--- config.mk ---
export PLATFORM = sky130hd
export DESIGN_NAME = sbsram_cycle_ctrl
export DESIGN_NICKNAME = d
export VERILOG_FILES = /design/src/rtl/sbc_pkg.sv /design/src/rtl/sbc_write_merge.sv /design/src/rtl/sbc_cycle_decode.sv /design/src/rtl/sbc_lane_store.sv /design/src/rtl/sbsram_cycle_ctrl.sv
export SDC_FILE = /design/constraint.sdc
export NUM_CORES = 1
export LEC_CHECK = 0
export BUFFER_PORTS_ARGS = -buffer_cell sky130_fd_sc_hd__buf_2
export CAP_MARGIN = 20
export CORE_ASPECT_RATIO = 1.5
export CORE_MARGIN = 5
export CORE_UTILIZATION = 45
export DETAILED_ROUTE_END_ITERATION = 10
export GPL_ROUTABILITY_DRIVEN = 0
export PLACE_DENSITY = 0.63
export SLEW_MARGIN = 20
export SYNTH_ARGS = -nofsm -noshare
export SYNTH_HDL_FRONTEND = slang
export SYNTH_SLANG_ARGS = --single-unit
export TNS_END_PERCENT = 10
--- constraint.sdc ---
create_clock -name clk -period 2.9 [get_ports clk]
set_input_delay 0.145 -clock clk [delete_from_list [all_inputs] [get_ports clk]]
set_output_delay 0.145 -clock clk [all_outputs]
set_load 0.02 [all_outputs]
--- src/rtl/sbc_pkg.sv ---
package sbc_pkg;
   typedef enum logic [1:0] {
      CYC_DESEL = 2'd0,
      CYC_SLEEP = 2'd1,
      CYC_READ  = 2'd2,
      CYC_WRITE = 2'd3
   } cyc_e;

   typedef enum logic [1:0] {
      SRC_NONE = 2'd0,
      SRC_EXT  = 2'd1,
      SRC_NEXT = 2'd2,
      SRC_CUR  = 2'd3
   } src_e;

   localparam int unsigned LANE_W = 8;
endpackage

--- src/rtl/sbc_write_merge.sv ---
module sbc_write_merge #(
   parameter int unsigned LANES = 4
) (
   input  logic             gw_n,
   input  logic             bwe_n,
   input  logic [LANES-1:0] bw_n,
   output logic             wr_req,
   output logic [LANES-1:0] lane_mask
);
   always_comb begin
      if (!gw_n)
         lane_mask = '1;
      else if (!bwe_n)
         lane_mask = ~bw_n;
      else
         lane_mask = '0;
   end

   assign wr_req = |lane_mask;
endmodule

--- src/rtl/sbc_cycle_decode.sv ---
module sbc_cycle_decode
   import sbc_pkg::*;
(
   input  logic zz,
   input  logic ce1_n,
   input  logic ce2,
   input  logic ce3_n,
   input  logic adsp_n,
   input  logic adsc_n,
   input  logic adv_n,
   input  logic wr_req,
   output cyc_e cyc,
   output src_e src
);
   logic sel_full;
   logic start_p;
   logic start_c;

   assign sel_full = !ce1_n && ce2 && !ce3_n;
   assign start_p  = !adsp_n && !ce1_n;
   assign start_c  = !adsc_n;

   always_comb begin
      cyc = CYC_DESEL;
      src = SRC_NONE;
      if (zz) begin
         cyc = CYC_SLEEP;
      end else if (ce1_n && start_c) begin
         cyc = CYC_DESEL;
      end else if (start_p || start_c) begin
         if (!sel_full) begin
            cyc = CYC_DESEL;
         end else begin
            src = SRC_EXT;
            if (start_p)
               cyc = CYC_READ;
            else
               cyc = wr_req ? CYC_WRITE : CYC_READ;
         end
      end else begin
         src = adv_n ? SRC_CUR : SRC_NEXT;
         cyc = wr_req ? CYC_WRITE : CYC_READ;
      end
   end
endmodule

--- src/rtl/sbc_lane_store.sv ---
module sbc_lane_store #(
   parameter int unsigned AW    = 4,
   parameter int unsigned LANES = 4,
   parameter int unsigned LW    = 8
) (
   input  logic                clk,
   input  logic [LANES-1:0]    we,
   input  logic [AW-1:0]       waddr,
   input  logic [LANES*LW-1:0] wdata,
   input  logic [AW-1:0]       raddr,
   output logic [LANES*LW-1:0] rdata
);
   localparam int unsigned DEPTH = 1 << AW;

   for (genvar g = 0; g < LANES; g++) begin : g_lane
      logic [LW-1:0] cells [DEPTH];

      always_ff @(posedge clk) begin
         if (we[g])
            cells[waddr] <= wdata[g*LW +: LW];
      end

      assign rdata[g*LW +: LW] = cells[raddr];
   end
endmodule

--- src/rtl/sbsram_cycle_ctrl.sv ---
module sbsram_cycle_ctrl
   import sbc_pkg::*;
#(
   parameter int unsigned AW    = 4,
   parameter int unsigned LANES = 4
) (
   input  logic                    clk,
   input  logic                    rst_n,
   input  logic                    zz,
   input  logic                    ce1_n,
   input  logic                    ce2,
   input  logic                    ce3_n,
   input  logic                    adsp_n,
   input  logic                    adsc_n,
   input  logic                    adv_n,
   input  logic                    gw_n,
   input  logic                    bwe_n,
   input  logic [LANES-1:0]        bw_n,
   input  logic                    oe_n,
   input  logic [AW-1:0]           ext_addr,
   input  logic [AW-1:0]           burst_addr,
   input  logic [LANES*LANE_W-1:0] wdata,
   output logic [1:0]              cyc_type,
   output logic [1:0]              addr_src,
   output logic [LANES-1:0]        lane_we,
   output logic [LANES*LANE_W-1:0] rdata,
   output logic                    data_oe
);
   localparam int unsigned DW = LANES * LANE_W;

   if (LANES < 1 || LANES > 16) begin : g_bad_lanes
      $error("sbsram_cycle_ctrl: LANES must lie in 1..16");
   end
   if (AW < 1 || AW > 10) begin : g_bad_aw
      $error("sbsram_cycle_ctrl: AW must lie in 1..10");
   end

   logic             wr_req;
   logic [LANES-1:0] lane_mask;
   cyc_e             cyc_d;
   src_e             src_d;
   cyc_e             cyc_q;
   src_e             src_q;
   logic [LANES-1:0] commit_we;
   logic [AW-1:0]    acc_addr;
   logic [AW-1:0]    rd_addr_q;
   logic [DW-1:0]    store_rdata;

   sbc_write_merge #(.LANES(LANES)) u_merge (
      .gw_n      (gw_n),
      .bwe_n     (bwe_n),
      .bw_n      (bw_n),
      .wr_req    (wr_req),
      .lane_mask (lane_mask)
   );

   sbc_cycle_decode u_decode (
      .zz     (zz),
      .ce1_n  (ce1_n),
      .ce2    (ce2),
      .ce3_n  (ce3_n),
      .adsp_n (adsp_n),
      .adsc_n (adsc_n),
      .adv_n  (adv_n),
      .wr_req (wr_req),
      .cyc    (cyc_d),
      .src    (src_d)
   );

   assign acc_addr  = (src_d == SRC_EXT) ? ext_addr : burst_addr;
   assign commit_we = (cyc_d == CYC_WRITE) ? lane_mask : '0;

   always_ff @(posedge clk or negedge rst_n) begin
      if (!rst_n) begin
         cyc_q     <= CYC_DESEL;
         src_q     <= SRC_NONE;
         lane_we   <= '0;
         rd_addr_q <= '0;
      end else begin
         cyc_q   <= cyc_d;
         src_q   <= src_d;
         lane_we <= commit_we;
         if (cyc_d == CYC_READ || cyc_d == CYC_WRITE)
            rd_addr_q <= acc_addr;
      end
   end

   sbc_lane_store #(.AW(AW), .LANES(LANES), .LW(LANE_W)) u_store (
      .clk   (clk),
      .we    (commit_we),
      .waddr (acc_addr),
      .wdata (wdata),
      .raddr (rd_addr_q),
      .rdata (store_rdata)
   );

   assign rdata    = store_rdata;
   assign cyc_type = cyc_q;
   assign addr_src = src_q;
   assign data_oe  = (cyc_q == CYC_READ) && !oe_n && !zz;
endmodule

==> out/metrics.yaml, run 1 <==
worst_setup_path:
  worstSetupPathType: "register to output port"
  cp_slowest_cell: "mux4_2"
  rrSetupSlack_ns: 1.63
  worstPathRequired_ns: 2.76
  worstPathArrival_ns: 2.56
  setup.worst_path.end_class: "output port"
  slowest_delay_ns: 0.56
  start_kind: "register"
  path_cells: "buf_12 -> mux4_2 -> a22oi_1 -> nand2_1 -> buf_2"
  worstPathMaxFanout: 36
power:
  p_int_mw: 12.3
  combPwrFrac_pct: 13.5
  clkPwrFrac_pct: 34.5
  peakVddDrop_mv: 0.501
  seq_power_share_pct: 52.1
  p_leak_nw: 7.94
  p_sw_share_pct: 23.8
  p_sw_mw: 3.86
  power_density_mw_per_mm2: 674
final_layout:
  area_growth_pct: 17.2
  fillers: 3545
  layout.nets: 1237
  final_layout_size_suffix_gt1_share_pct: 32.3
die:
  fp.dieH_um: 271
  pin_count: 97
  initial_core_util_pct: 45.6
  num_rows: 95
  core_mm2: 0.0449
  die-area_mm2: 0.0500
  die_x_um: 184
drt:
  drt-pass1-iter-count: 5
  wirelength_mm: 45.2
  vias: 10000
  wl_per_cell_um: 25.1
  drtAntennaViolNets: 0
  drt_iter0_markers: 883
  via_per_inst: 5.56
  drc: 0
synthesis:
  syn_area_mm2: 0.0205
  yosys-top-cells-area: "edfxtp_1, mux4_2, a22oi_1"
  syn_area_per_cell_um2: 21.2
  async_flop_share_pct: 2.29
  synth_cell_types: 32
  synth_top_area_cell: "edfxtp_1"
  synth_seq_cells: 524
  synth_top_area_share_pct: 75.0
  synth_nets: 1022
  synthTopCellsByCount: "edfxtp_1, mux4_2, nor2_1"
  synth-seq-area-share_pct: 76.4
  synth_most_common_cell: "edfxtp_1"
  synth_edf_count: 512
  syn_inst: 966
  yosysWarningCount: 0
  synth_top_flop_cell: "edfxtp_1"
timing:
  setup_slack_ns: 0.193
  fin_crit_ns: 2.71
  tightest_slew_ns: 0.721
  hold_viol: 0
  final-setup-viol-count: 0
  final.setup_skew_ns: 0
  setup_tns_ns: 0
  slew_headroom_pct: 51.9
  rsz0062_at_grt: "no"
  fin_crit_sh_pct: 93.3
  finalMaxSlewViolations: 0
  fmax_mhz: 369
global_routing:
  antenna_found_initial: 3
  grt_max_degree: 37
  globalRoute.totalOverflow: 0
  grt_use_total_pct: 18.3
  grt_pass1_vias: 10700
  grt_pass1_wl_mm: 68.5
clock_tree:
  clkSinkCount: 524
  h-tree-depth: 2
  cts.path.max_buffers: 3
  postCtsHoldBufs: 42
  post_cts_resized: 0
  post_cts_buffers: 0
  insertion_delay_ns: 0.56
  cts.clk_slew.worst_paths_ns: 0.07
  cts-buffers-inserted: 46
  cts_tree: "built"
  root_buffer: "clkbuf_16"
placed_design:
  hpwl_mm: 29.7
  preCtsSetupSlack_ns: 0.450
  numPortBuffers: 96
flow_run:
  max-cap-violations: 0
worst_hold_path:
  hp-class: "input pin to register"
outcome:
  status: "completed"
## cell type report
| class | count | area, µm² | area share [%] |
|---|---|---|---|
| diodes | 2 | 5.00 | 0.0208 |
| well taps | 582 | 728 | 3.03 |
| inverters | 5 | 18.8 | 0.0781 |
| multi-input cells | 386 | 4590 | 19.1 |
| clock inverters | 20 | 134 | 0.557 |
| flip-flops and latches | 524 | 15700 | 65.2 |
| repair buffers | 218 | 1670 | 6.93 |
| clock buffers | 62 | 1210 | 5.04 |
## power groups by stage
stage	combinational (mW)	clock, mW	sequential [mW]
3_5_place_dp	2.19	0	8.60
3_3_place_gp	2.19	0	8.60
5_1_grt	2.36	6.04	8.44
6_report	2.18	5.58	8.44
4_1_cts	2.24	5.72	8.44
2_1_floorplan	1.40	0	8.56
## flip-flops by register name, indices dropped and copies added (netlist names)
name,flops
addr_src,2
rd_addr_q,4
u_store.g_lane.cells,512
cyc_type,2
lane_we,4
## stage by stage
stage / total power, mW / cell area [µm²] / utilization (%) / cells / hold WS [ns]
2_1_floorplan: 9.96 / 20500 / - / 966 / -0.151
3_3_place_gp: 10.8 / 22300 / 49.5 / 1672 / 0.0819
3_5_place_dp: 10.8 / 22300 / 49.5 / 1672 / 0.0834
4_1_cts: 16.4 / 24000 / 53.5 / 1796 / 0.00350
5_1_grt: 16.8 / 24000 / 53.5 / 1799 / 0.0292
6_report: 16.2 / 24000 / 53.5 / 1799 / 0.0437
## placed cells by master, fill, tap and decap left out, drive strengths merged
cell type and n:
nor2b 2, a22oi 64, edfxtp 512, o21a 1, buf 175, inv 7
diode 2, nor2 85, o21ai 5, nand2b 8, clkinv 17, o21bai 1
dlygate4sd3 43, nand2 41, nor3b 4, or2 1, mux4 128, nor4 2
nor4b 1, a211o 1, nor3 12, dfrtp 12, a21oi 5, mux2i 20
a221oi 2, a41o 1, bufinv 1, clkbuf 62, and2 1, or3b 1
## critical path, delay by kind of cell (launching register included)
kind	cells	cell delay, ns
compound gates	1	0.27
buf+inv	2	0.48
mux	1	0.56
simple gates	1	0.11
flops	1	0.51
## routing by layer
metal / up-vias / GRT usage (%) / share of wire, %
li1: 4431 / - / -
met1: 5262 / 23.2 / 38
met2: 254 / 33.1 / 55
met3: 62 / 2.60 / 4.3
met4: 2 / 4.48 / 2.2
met5: - / 0 / 0.024
## cells by family after synthesis
kind of cell | count (synthesis) | share of synthesized area, %
simple gates | 158 | 3.32
flops | 524 | 76.4
compound gates | 80 | 2.94
mux | 148 | 16.0
buf+inv | 56 | 1.29
## worst paths after layout
check / startpoint / to / cells past startpoint
setup / recovery: rd_addr_q[0] / rdata[21] / 5
hold / removal: ce3_n / cyc_type[1] / 3
setup reg to reg: rd_addr_q[1] / rd_addr_q[1] / 3
hold reg to reg: rd_addr_q[2] / rd_addr_q[2] / 2
max in group asynchronous: rst_n / rd_addr_q[1] / 2
min in group asynchronous: rst_n / lane_we[0] / 2
No activity file was read; power rests on OpenSTA's default activity.
==> run 2, diff against run 1 <==
--- a/config.mk
+++ b/config.mk
@@ -13,6 +13,7 @@
 export DETAILED_ROUTE_END_ITERATION = 10
 export GPL_ROUTABILITY_DRIVEN = 0
 export PLACE_DENSITY = 0.63
+export RECOVER_POWER = 100
 export SLEW_MARGIN = 20
 export SYNTH_ARGS = -nofsm -noshare
 export SYNTH_HDL_FRONTEND = slang
==> run 2 against run 1 <==
  * Sequential share of layout area increased by 1.6 points
  * Maximum frequency decreased by 1.6%
  * Clock skew unchanged
  * Clock power is essentially flat
  * Hold slack gained 0.011 ns
  * Non-clock buffer count stayed put
  * Flip-flop and latch count unchanged
  * Total power decreased by 0.35%
  * Critical endpoint is now rdata[16]
  * Highest routed layer unchanged
==> out/metrics.yaml, run 2 (synthesized netlist as in run 1, its figures left out) <==
drt:
  wl_per_cell_um: 25.1  # about the same
  drt_iter0_markers: 910  # was 883
  drt-pass1-iter-count: 6  # was 5
  met2_length_mm: 25.0  # was 24.9 mm
  drtAntennaViolNets: 0  # unchanged
  wl_met1_mm: 17.3  # about the same
  via_per_inst: 5.56  # about the same
  vias: 9998  # was 10000
  wl_met3_mm: 1.94  # was 1.96 mm
  top_layer_used: "met5"  # unchanged
  wirelength_mm: 45.1  # was 45.2 mm
  drc: 0  # unchanged
clock_tree:
  insertion_delay_ns: 0.56  # about the same
  cts_tree: "built"  # unchanged
  cts-buffers-inserted: 46  # unchanged
  post_cts_resized: 0  # unchanged
  cts.clk_slew.worst_paths_ns: 0.06  # was 0.07 ns
  root_buffer: "clkbuf_16"  # unchanged
  h-tree-depth: 2  # unchanged
  post_cts_buffers: 0  # unchanged
  clkSinkCount: 524  # unchanged
  cts.path.max_buffers: 3  # unchanged
global_routing:
  grt_pass1_vias: 10700  # unchanged
  grt_use_total_pct: 18.3  # unchanged
  grt_pass1_wl_mm: 68.5  # unchanged
  antenna_found_initial: 3  # unchanged
  grt_max_degree: 37  # unchanged
  globalRoute.totalOverflow: 0  # unchanged
power:
  peakVddDrop_mv: 0.505  # was 0.501 mV
  p_leak_nw: 7.55  # was 7.94 nW
  finalPower_mw: 16.1  # was 16.2 mW
  power_density_mw_per_mm2: 688  # was 674 mW/mm²
worst_setup_path:
  slowest_delay_ns: 0.54  # was 0.56 ns
  worstPathMaxFanout: 36  # unchanged
  r2r_cells: 3  # unchanged
  setup.worst_path.end_class: "output port"  # unchanged
  path_cells: "buf_12 -> mux4_2 -> a22oi_1 -> nand2_1 -> clkbuf_2"  # was buf_12 -> mux4_2 -> a22oi_1 -> nand2_1 -> buf_2
  critical_path_buf_inv_count: 2  # unchanged
  path_delay_family: "multiplexers"  # unchanged
  worstPathArrival_ns: 2.61  # was 2.56 ns
  critical_path_depth: 5  # unchanged
  worstSetupPathType: "register to output port"  # unchanged
  start_kind: "register"  # unchanged
  worstPathRequired_ns: 2.76  # about the same
  cp_slowest_cell: "mux4_2"  # unchanged
timing:
  fin_crit_ns: 2.75  # was 2.71 ns
  tightest_slew_ns: 0.957  # was 0.721 ns
  slew_headroom_pct: 36.2  # was 51.9%
  fin_crit_sh_pct: 94.9  # was 93.3%
  rsz0062_at_grt: "no"  # unchanged
  finalMaxSlewViolations: 0  # unchanged
  hold_viol: 0  # unchanged
  final.setup_skew_ns: 0  # unchanged
  final-setup-viol-count: 0  # unchanged
  setup_tns_ns: 0  # unchanged
  fmax_mhz: 364  # was 369 MHz
final_layout:
  largest_register: "u_store.g_lane.cells"  # unchanged
  layout.nets: 1237  # unchanged
  largest_register_ffs: 512  # unchanged
  layout_common_cells: "edfxtp_1, clkbuf_1, mux4_2"  # was edfxtp_1, mux4_2, buf_2
  final_layout_size_suffix_gt1_share_pct: 20.3  # was 32.3%
  finalNonFillerCells: 1799  # unchanged
  final_common_cell: "edfxtp_1"  # unchanged
  area_growth_pct: 14.4  # was 17.2%
  top_regs: "u_store.g_lane.cells (512), lane_we (4), rd_addr_q (4)"  # unchanged
placed_design:
  numPortBuffers: 96  # unchanged
  hpwl_mm: 29.7  # unchanged
  placedCellCount: 1672  # unchanged
die:
  die_x_um: 184  # unchanged
  die-area_mm2: 0.0500  # unchanged
  pin_count: 97  # unchanged
  core_mm2: 0.0449  # unchanged
  num_rows: 95  # unchanged
  fp.dieH_um: 271  # unchanged
  initial_core_util_pct: 45.6  # unchanged
worst_hold_path:
  holdPathStages: 3  # unchanged
  hp-class: "input pin to register"  # unchanged
outcome:
  status: "completed"  # unchanged
flow_run:
  max-cap-violations: 0  # unchanged
[run 2: cell count changes in the layout (fill, tap and decap cells not counted), moves of 11 or more]
cell	before	now
mux2i_1	4	20
clkbuf_2	0	11
clkbuf_1	16	140
buf_2	96	26
buf_4	66	5
mux2i_4	16	0
[run 2: final timing paths]
path	from	to	slack [ns]
setup / recovery	rd_addr_q[0]	rdata[16]	0.15
min in group asynchronous	rst_n	lane_we[0]	0.24
hold reg to reg	rd_addr_q[2]	rd_addr_q[2]	0.68
max in group asynchronous	rst_n	rd_addr_q[1]	2.00
hold / removal	ext_addr[1]	rd_addr_q[1]	0.05
setup reg to reg	rd_addr_q[1]	rd_addr_q[1]	1.62
[run 2: through the flow]
stage	util [%]	cell area, µm²	setup slack (ns)	hold slack, ns
floorplan	-	20500	0.832	-0.151
global placement	49.5	22300	0.387	0.0819
detailed placement	49.5	22300	0.450	0.0834
CTS	53.5	24000	0.116	0.00350
global route	52.2	23500	0.0808	0.0447
finish	52.2	23500	0.149	0.0546
[run 2: tightest hold or removal path: stages]
cell	delay [ns]
buf_2	0.18
mux2i_1	0.16
a21oi_1	0.08
[run 2: layer usage]
metal,vias to the layer above,GRT usage (%)
met5,-,0
met4,2,4.48
met3,59,2.60
met2,242,33.1
met1,5265,23.2
li1,4430,-
[run 2: area by class of cell]
cell class | count | area [µm²]
clock buffer | 62 | 1210
tap | 582 | 728
inverter | 5 | 18.8
fill | 3675 | 21500
timing repair buffer | 218 | 1300
multi-input combinational | 386 | 4380
antenna | 2 | 5.00
clock inverter | 20 | 134
sequential | 524 | 15700
[run 2: power breakdown]
group | total (mW) | internal, mW | switching (mW)
clock | 5.58 | 3.03 | 2.55
combinational | 2.13 | 0.893 | 1.24
sequential | 8.44 | 8.38 | 0.0637
[run 2: timing repair]
item / 4_1_cts / 5_1_grt
hold endpoints to repair: 503 / 5
endpoints found under the setup margin: 0 / 0
hold buffers: 42 / 1
